<file path="config.mk">
export PLATFORM = sky130hd
export DESIGN_NAME = irq_enable_cmd_port
export DESIGN_NICKNAME = d
export VERILOG_FILES = /design/src/rtl/irqen_pkg.sv /design/src/rtl/irqen_cmd_decode.sv /design/src/rtl/irqen_map_reg.sv /design/src/rtl/irqen_read_mux.sv /design/src/rtl/irq_enable_cmd_port.sv
export SDC_FILE = /design/constraint.sdc
export NUM_CORES = 1
export LEC_CHECK = 0
export ABC_AREA = 0
export CAP_MARGIN = 20
export CORE_MARGIN = 2
export CORE_UTILIZATION = 55
export CTS_BUF_LIST = sky130_fd_sc_hd__clkbuf_8
export DETAILED_ROUTE_END_ITERATION = 6
export DONT_BUFFER_PORTS = 1
export PLACE_DENSITY = 0.7
export SYNTH_ARGS = -nofsm -noshare
export SYNTH_HDL_FRONTEND = slang
export SYNTH_HIERARCHICAL = 1
export SYNTH_SLANG_ARGS = --single-unit
export TNS_END_PERCENT = 30
</file>
<file path="constraint.sdc">
create_clock -name clk -period 6.2 [get_ports clk]
set_input_delay 0.93 -clock clk [delete_from_list [all_inputs] [get_ports clk]]
set_output_delay 0.93 -clock clk [all_outputs]
set_load 0.005 [all_outputs]
</file>
<file path="src/rtl/irqen_pkg.sv">
// Package: shared constants and the command byte layout for the enable
// command port. Assumes big-endian byte placement inside a 32-bit word.
package irqen_pkg;
    localparam int MAP_W        = 64;
    localparam int HALF_W       = 32;
    localparam int LANES        = 4;
    localparam int CMD_WORD_OFS = 'h18;
    localparam int MAP_HI_OFS   = 'h20;
    localparam int MAP_LO_OFS   = 'h24;
    localparam int SET_LANE     = 1;   // byte 0x1A -> bits 15:8
    localparam int CLR_LANE     = 0;   // byte 0x1B -> bits 7:0
    localparam int N_CMD        = 2;

    // Command byte: skip flag, every-channel flag, channel number.
    typedef struct packed {
        logic       skip;
        logic       all;
        logic [5:0] chan;
    } cmd_byte_t;
endpackage

</file>
<file path="src/rtl/irqen_cmd_decode.sv">
// Module: irqen_cmd_decode
// Turns one command byte into a 64-bit channel mask. Assumes lane_wr is
// already qualified by the write strobe, the word address and the byte enable.
module irqen_cmd_decode
    import irqen_pkg::*;
#(
    parameter int NUM_CH = 64
) (
    input  logic             clk,
    input  logic             rst_n,
    input  logic             lane_wr,
    input  cmd_byte_t        cmd,
    output logic [MAP_W-1:0] mask
);
    localparam logic [MAP_W-1:0] IMPL_MASK = {MAP_W{1'b1}} >> (MAP_W - NUM_CH);

    // Purpose: build the mask for a single channel, for every channel, or for none.
    always_comb begin
        mask = '0;
        if (lane_wr && !cmd.skip) begin
            if (cmd.all) begin
                mask = IMPL_MASK;
            end else if (int'(cmd.chan) < NUM_CH) begin
                mask[cmd.chan] = 1'b1;
            end
        end
    end

    // a skipped byte yields no mask bits
    p_skip_quiet_r6: assert property (@(posedge clk) disable iff (!rst_n)
        (lane_wr && cmd.skip) |-> (mask == '0));
    // a lane that is not written yields no mask bits
    p_idle_quiet_r7: assert property (@(posedge clk) disable iff (!rst_n)
        !lane_wr |-> (mask == '0));
    // a single-channel code touches at most one bit
    p_single_bit_r2: assert property (@(posedge clk) disable iff (!rst_n)
        (lane_wr && !cmd.skip && !cmd.all) |-> ($countones(mask) <= 1));
endmodule

</file>
<file path="src/rtl/irqen_map_reg.sv">
// Module: irqen_map_reg
// Holds the enable map and applies set and clear masks in one cycle,
// with the clear mask taking priority. Assumes both masks are already decoded.
module irqen_map_reg
    import irqen_pkg::*;
(
    input  logic             clk,
    input  logic             rst_n,
    input  logic [MAP_W-1:0] set_mask,
    input  logic [MAP_W-1:0] clr_mask,
    output logic [MAP_W-1:0] map_q
);
    // Purpose: update the map register, clearing it on reset.
    always_ff @(posedge clk) begin
        if (!rst_n) begin
            map_q <= '0;
        end else begin
            map_q <= (map_q | set_mask) & ~clr_mask;
        end
    end

    // with no command the map holds its value
    p_hold_r7: assert property (@(posedge clk) disable iff (!rst_n)
        ((set_mask == '0) && (clr_mask == '0)) |=> $stable(map_q));
    // every cleared channel is off afterwards
    p_clr_wins_r8: assert property (@(posedge clk) disable iff (!rst_n)
        1'b1 |=> ((map_q & $past(clr_mask)) == '0));
    // every set channel that is not also cleared is on afterwards
    p_set_lands_r2: assert property (@(posedge clk) disable iff (!rst_n)
        1'b1 |=> ((map_q & ($past(set_mask) & ~$past(clr_mask)))
                  == ($past(set_mask) & ~$past(clr_mask))));
endmodule

</file>
<file path="src/rtl/irqen_read_mux.sv">
// Module: irqen_read_mux
// Returns bus read data from the word address: the two map halves, or zero
// for the write-only command word and any unmapped word.
module irqen_read_mux
    import irqen_pkg::*;
#(
    parameter int ADDR_W = 8
) (
    input  logic              clk,
    input  logic              rst_n,
    input  logic [ADDR_W-3:0] word_addr,
    input  logic [MAP_W-1:0]  map_q,
    output logic [31:0]       rdata
);
    localparam logic [ADDR_W-3:0] HI_WA  = (ADDR_W-2)'(MAP_HI_OFS >> 2);
    localparam logic [ADDR_W-3:0] LO_WA  = (ADDR_W-2)'(MAP_LO_OFS >> 2);
    localparam logic [ADDR_W-3:0] CMD_WA = (ADDR_W-2)'(CMD_WORD_OFS >> 2);

    // Purpose: select the read word for the current address.
    always_comb begin
        unique case (word_addr)
            HI_WA:   rdata = map_q[MAP_W-1:HALF_W];
            LO_WA:   rdata = map_q[HALF_W-1:0];
            default: rdata = '0;
        endcase
    end

    // the command word always reads as zero
    p_cmd_reads_zero_r9: assert property (@(posedge clk) disable iff (!rst_n)
        (word_addr == CMD_WA) |-> (rdata == '0));
endmodule

</file>
<file path="src/rtl/irq_enable_cmd_port.sv">
// Module: irq_enable_cmd_port
// Top of the enable command port. It qualifies writes to the command word,
// decodes the set and clear byte lanes, updates the map and serves reads.
// Assumes a zero-wait-state bus on which a write is taken at the edge where
// bus_we is high.
module irq_enable_cmd_port
    import irqen_pkg::*;
#(
    parameter int NUM_CH = 64,
    parameter int ADDR_W = 8
) (
    input  logic              clk,
    input  logic              rst_n,
    input  logic              bus_we,
    input  logic [ADDR_W-1:0] bus_addr,
    input  logic [LANES-1:0]  bus_be,
    input  logic [31:0]       bus_wdata,
    output logic [31:0]       bus_rdata,
    output logic [MAP_W-1:0]  err_irq_en
);
    localparam logic [ADDR_W-3:0] CMD_WA = (ADDR_W-2)'(CMD_WORD_OFS >> 2);

    logic [ADDR_W-3:0] word_addr;
    logic              cmd_hit;
    logic [MAP_W-1:0]  lane_mask [N_CMD];

    assign word_addr = bus_addr[ADDR_W-1:2];
    assign cmd_hit   = bus_we && (word_addr == CMD_WA);

    // Generate block 0 decodes the set lane and block 1 the clear lane.
    for (genvar g = 0; g < N_CMD; g++) begin : g_lane
        localparam int LANE = (g == 0) ? SET_LANE : CLR_LANE;
        irqen_cmd_decode #(.NUM_CH(NUM_CH)) u_dec (
            .clk     (clk),
            .rst_n   (rst_n),
            .lane_wr (cmd_hit && bus_be[LANE]),
            .cmd     (cmd_byte_t'(bus_wdata[8*LANE +: 8])),
            .mask    (lane_mask[g])
        );
    end

    irqen_map_reg u_map (
        .clk      (clk),
        .rst_n    (rst_n),
        .set_mask (lane_mask[0]),
        .clr_mask (lane_mask[1]),
        .map_q    (err_irq_en)
    );

    irqen_read_mux #(.ADDR_W(ADDR_W)) u_rd (
        .clk       (clk),
        .rst_n     (rst_n),
        .word_addr (word_addr),
        .map_q     (err_irq_en),
        .rdata     (bus_rdata)
    );

    // a write to another word leaves the map unchanged
    p_other_word_r7: assert property (@(posedge clk) disable iff (!rst_n)
        (bus_we && (word_addr != CMD_WA)) |=> $stable(err_irq_en));
endmodule

</file>
==> results of run 1 <==
## synth_stat cells
master       n  area share
o21ai_1     12       0.014
buf_2       19       0.022
or4b_1      11       0.025
buf_12       3       0.014
o21ai_0    104        0.12
mux2i_1     32       0.074
inv_1        2      0.0017
nor2_1      64       0.055
clkbuf_2     8      0.0092
o21ai_2     12       0.024
nand4b_1    16       0.032
nand3b_2     2      0.0052
nor4_1       2      0.0029
nand2b_1     1      0.0014
dfxtp_1     64        0.30
buf_6        3      0.0078
clkbuf_1     9      0.0078
nor3_2      30       0.069
nor3_1       2      0.0023
or4_4        2      0.0052
nand4bb_1   29       0.075
nand4_1      2      0.0029
or4b_4       6       0.019
buf_1        3      0.0026
nor3b_1     64        0.11
## power groups by stage
stage	registers (uW)	logic [uW]	clock network (uW)
after global placement	421	34.1	0
after global routing	412	37.0	395
after floorplan	421	54.8	0
after CTS	412	34.4	382
after detailed placement	421	34.4	0
final	412	35.6	375
## stage by stage
stage                     std cells  total power (uW)  utilization
after floorplan                 502             476.1            -
after global placement          561             455.6       0.5485
after detailed placement        561             455.8       0.5485
after CTS                       576             828.6       0.5752
after global routing            579             844.1       0.5830
final                           579             822.4       0.5830
## metal layers
layer,up-vias,part of all wire,global-route usage
li1,1826,-,-
met1,1910,0.41,0.3779
met2,249,0.46,0.4674
met3,25,0.11,0.08950
met4,0,0.019,0.07843
met5,-,0,0
## worst paths after layout
path,from,to
worst min register to register,u_map/map_q[57]$_SDFF_PN0_,u_map/map_q[57]$_SDFF_PN0_
worst min-delay path,u_map/map_q[57]$_SDFF_PN0_,u_map/map_q[57]$_SDFF_PN0_
worst max-delay path,bus_addr[7],bus_rdata[8]
worst max register to register,u_map/map_q[26]$_SDFF_PN0_,u_map/map_q[26]$_SDFF_PN0_
## worst max-delay path, stage by stage
cell and delay [ns]:
or4b_2 0.86, buf_12 0.25, nor3_2 0.22
## cell type report
type / instances / area (um^2) / area share
Inverter: 2 / 7.507 / 0.001675
Tap cell: 102 / 127.6 / 0.02848
Sequential cell: 64 / 1281 / 0.2859
Clock buffer: 12 / 165.2 / 0.03685
Clock inverter: 3 / 40.04 / 0.008934
Timing Repair Buffer: 5 / 75.07 / 0.01675
Multi-Input combinational cell: 391 / 2785 / 0.6214
## cells in the final DEF, fill, tap and decap left out
master / count
buf_12: 3
buf_4: 2
bufinv_16: 1
clkbuf_8: 12
clkinv_2: 2
dfxtp_1: 64
inv_1: 2
mux2i_1: 32
nand2b_1: 1
nand3b_2: 2
nand4_1: 2
nand4b_1: 16
nand4bb_1: 29
nor2_1: 64
nor3_1: 2
nor3_2: 30
nor3b_1: 64
nor4_2: 2
o21ai_0: 104
o21ai_1: 12
o21ai_2: 12
or4_4: 2
or4b_1: 10
or4b_2: 1
or4b_4: 6
## kinds of logic (layout without fill, tap and decap cells)
kind of cell    Yosys count  after routing
simple gates            231            231
compound gates          128            128
flops                    64             64
buf+inv                  47             22
mux                      32             32
==> metrics.cfg, run 1 <==
[floorplanning]
coreArea_um2=7687
dieArea_um2=8609
die_w_um=92.79
io_pins=143
fp.dieH_um=92.79
start_util=0.5640
rows=32

[logic_synthesis]
yosys.area_share.simple=0.4075
synth_nets=549
synth_xor_area_frac=0
synth_top_family_by_area=simple AND/OR/NAND/NOR gates
syn_area_um2=4335
ys_seq_area_frac=0.2955
ys_ff_latch=64
syn_inst=502
synthAdderAreaFrac=0
avgSynthCellArea_um2=8.636
synth_compound_area_frac=0.1582
synth.area.mux_share=0.07388
synth_cell_types=25
synth_warnings=6

[route]
dr.first_iter.drc_count=385
drt_wl_total_mm=12.72
route.detailed.drc=0
antenna_left=0
vias=4010
drt_first_pass_iters=7
vias_per_cell=6.926
wl_per_cell_um=21.96

[global_route]
grt_max_degree=65
antenna_found_initial=0
grt_overflow=0
grt_pass1_wl_mm=19.64
first_global_vias=3776
grt.total_usage=0.2907

[finish]
largest_reg_flops=64
drive_above_1_share=0.1572
nets=520
area_delta_synth_final_pct=3.377
diodes=0
top_regs=u_map/map_q: 64 flops
top_register=u_map/map_q
stdcell_area_um2=4482
nFillCells=729

[min_path]
hold_depth=2
worstHoldPathType=flop to flop

[critical_path]
rr_worst_depth=2
critical_path_class=input port to output pin
start_kind=input port
reg2reg_slack_ns=5.44
worstPathMaxFanout=24
worstPathRequired_ns=5.27
critPathCaptureType=output pin
crit_arrival_ns=2.29

[cts]
post-cts-setup-buffers=0
insertion_delay_ns=0.34
ctsLongestPathBuffers=2
holdBufCountCts=0
postCtsResizedCells=0
numCtsBuffers=9
cts_root_buf=clkbuf_8
htreeDepth=3
cts_tree=built
path_clk_slew_ns=0.06
numClockSinks=64

[power]
seqPwrFrac=0.501
leakage_uw=0.001301
powerDensity_nw_per_um2=183.5
p_comb_frac=0.043
power_frac_clock=0.456
peakVddDrop_mv=0.1165
swShare=0.2093
internal_power_uw=650.3
switching_power_uw=172.1

[timing]
hold_viol=0
fin_hold_ws_ns=0.5165
fmax_mhz=310.9
relSlewSlack=0.7625
skew_ns=0
fin_setup_tns_ns=0
timing.final.ws_setup_ns=2.984
layout_min_cycle_time_ns=3.216
final-setup-viol-count=0
worst_pin_slew_ns=0.3542
slew_viol_final=0
rsz0062_at_grt=no
fin_crit_sh=0.5188

[placed_design]
pre_cts_ws_ns=2.778
post-dp-hpwl_mm=8.576
io_buffers=0
gp_congestion=0.8733
placed_cell_area_um2=4217

[job]
drv_cap=0

[status]
status=completed

(Power assumes the default switching activity.)
==> run 2, diff against run 1 <==
- clock period: 6.2 -> 3.4 ns (I/O delays scaled with it)
==> run 2 against run 1 <==
Net effect:
- clock power is 92% higher
- largest power group unchanged
- via count is 0.77% higher
- sequential power is 82% higher
- power is 87% higher
- count of clock-buffer cells in the layout is 1 higher
- highest routed layer unchanged
- sequential cell count stayed put
- non-clock buffer count stayed put
==> metrics.cfg, run 2 (synthesis gave the netlist of run 1 again) <==
[status]
status=completed

[route]
route.detailed.drc=0  ; unchanged
antenna_left=0  ; unchanged
vias_per_cell=6.967  ; +0.60%
drt_wl_total_mm=12.88  ; +1.3%
drt_first_pass_iters=5  ; -2
wl_per_cell_um=22.21  ; +1.1%
vias=4041  ; +0.77%
dr.first_iter.drc_count=318  ; -17%

[floorplanning]
start_util=0.5640  ; unchanged
dieArea_um2=8609  ; unchanged
die_w_um=92.79  ; unchanged
io_pins=143  ; unchanged
rows=32  ; unchanged
fp.dieH_um=92.79  ; unchanged
coreArea_um2=7687  ; unchanged

[cts]
holdBufCountCts=0  ; unchanged
ctsLongestPathBuffers=2  ; unchanged
post-cts-setup-buffers=0  ; unchanged
insertion_delay_ns=0.35  ; about the same
path_clk_slew_ns=0.07  ; about the same
cts_tree=built
cts_root_buf=clkbuf_8
numClockSinks=64  ; unchanged
postCtsResizedCells=0  ; unchanged
numCtsBuffers=9  ; unchanged
htreeDepth=3  ; unchanged

[critical_path]
rr_worst_depth=2  ; unchanged
path_buf_inv=1  ; unchanged
timing.rr.start=u_map/map_q[37]$_SDFF_PN0_
reg2reg_slack_ns=2.62  ; -2.82 ns
critical_path_class=input port to output pin
crit_arrival_ns=1.94  ; -0.35 ns
critPathCaptureType=output pin
worstPathRequired_ns=2.89  ; -2.38 ns
slowest_delay_ns=0.94  ; +0.08 ns
worstPathMaxFanout=20  ; -17%
start_kind=input port
cp_top_family=simple AND/OR/NAND/NOR gates
critical_path.slowest_cell=or4b_2
cp_cell_sequence=or4b_2, buf_16, nor3_2
rr_endpoint=u_map/map_q[37]$_SDFF_PN0_

[power]
leakage_uw=0.001300  ; about the same
peakVddDrop_mv=0.1775  ; +52%
p_total_uw=1537  ; +87%
powerDensity_nw_per_um2=343.3  ; +87%

[timing]
fin_crit_sh=0.7205
layout_min_cycle_time_ns=2.450
final-setup-viol-count=0  ; unchanged
timing.final.ws_setup_ns=0.9502  ; -2.033 ns
hold_viol=0  ; unchanged
skew_ns=0  ; unchanged
fmax_mhz=408.2
fin_setup_tns_ns=0  ; unchanged
worst_pin_slew_ns=0.5455  ; +0.1913 ns
rsz0062_at_grt=no
relSlewSlack=0.6364  ; -0.1262
slew_viol_final=0  ; unchanged

[placed_design]
io_buffers=0  ; unchanged
pre_cts_ws_ns=0.8183  ; -1.960 ns
gp_congestion=0.8608  ; -1.4%
post-dp-hpwl_mm=8.599  ; +0.27%

[finish]
fin_util=0.5824  ; -0.0006510
diodes=0  ; unchanged
nets=520  ; unchanged
area_delta_synth_final_pct=3.261
seq_area_um2=1281  ; unchanged
multi_input_area_um2=2785  ; unchanged
final_common_cell=o21ai_0
largest_reg_flops=64  ; unchanged
top_register=u_map/map_q
top_regs=u_map/map_q: 64 flops
drive_above_1_share=0.1569  ; -0.0003289
final_cell_mix=o21ai_0 (104), nor2_1 (64), nor3b_1 (64), dfxtp_1 (64), mux2i_1 (32)
nFillCells=740  ; +1.5%

[global_route]
first_global_vias=3805  ; +0.77%
grt.total_usage=0.2977  ; +0.006910
grt_max_degree=65  ; unchanged
antenna_found_initial=0  ; unchanged
grt_pass1_wl_mm=20.22  ; +2.9%
grt_overflow=0  ; unchanged

[min_path]
hp-start=rst_n
min_to=u_map/map_q[62]$_SDFF_PN0_
hold_depth=1  ; -1
worstHoldPathType=input port to flop

[job]
drv_cap=0  ; unchanged

-- run 2: cell count changes in the layout (fill, tap and decap cells not counted), sizes merged --
cell / delta
clkbuf: +1
inv: +1
clkinv: -1
-- run 2: area by class of cell --
type / instances / share of cell area
timing repair buffer: 5 / 0.01286
clock inverter: 3 / 0.008664
multi-input combinational: 391 / 0.6221
inverter: 2 / 0.001677
sequential: 64 / 0.2862
clock buffer: 13 / 0.03997
tap: 102 / 0.02851
-- run 2: how the worst max path moves through the flow --
stage,from,depth (start not counted),to
2_1_floorplan,bus_addr[5],7,u_map/map_q[29]$_SDFF_PN0_
3_3_place_gp,bus_addr[7],2,bus_rdata[24]
3_5_place_dp,bus_addr[7],2,bus_rdata[23]
4_1_cts,bus_addr[7],2,bus_rdata[23]
5_1_grt,bus_addr[7],3,bus_rdata[13]
6_report,bus_addr[7],3,bus_rdata[12]
-- run 2: through the flow --
stage / hold WS, ns / cells / cell area, um^2
after global routing: 0.3224 / 580 / 4477
after floorplan: 0.4846 / 502 / 4335
after CTS: 0.3151 / 579 / 4449
after detailed placement: 0.5092 / 563 / 4232
final: 0.3178 / 580 / 4477
after global placement: 0.5046 / 563 / 4232
-- run 2: power by group --
part           switching (uW)  internal, uW  leakage (uW)
clock network             305           415      0.000117
registers                1.06           750      0.000515
logic                    22.0          43.9      0.000668
-- run 2: per-layer routing --
layer  vias up  track usage  share of wire
met5         -            0              0
met4         0       0.1005          0.022
met3        25      0.07404           0.11
met2       244       0.4614           0.45
met1      1948       0.4036           0.42
li1       1824            -              -
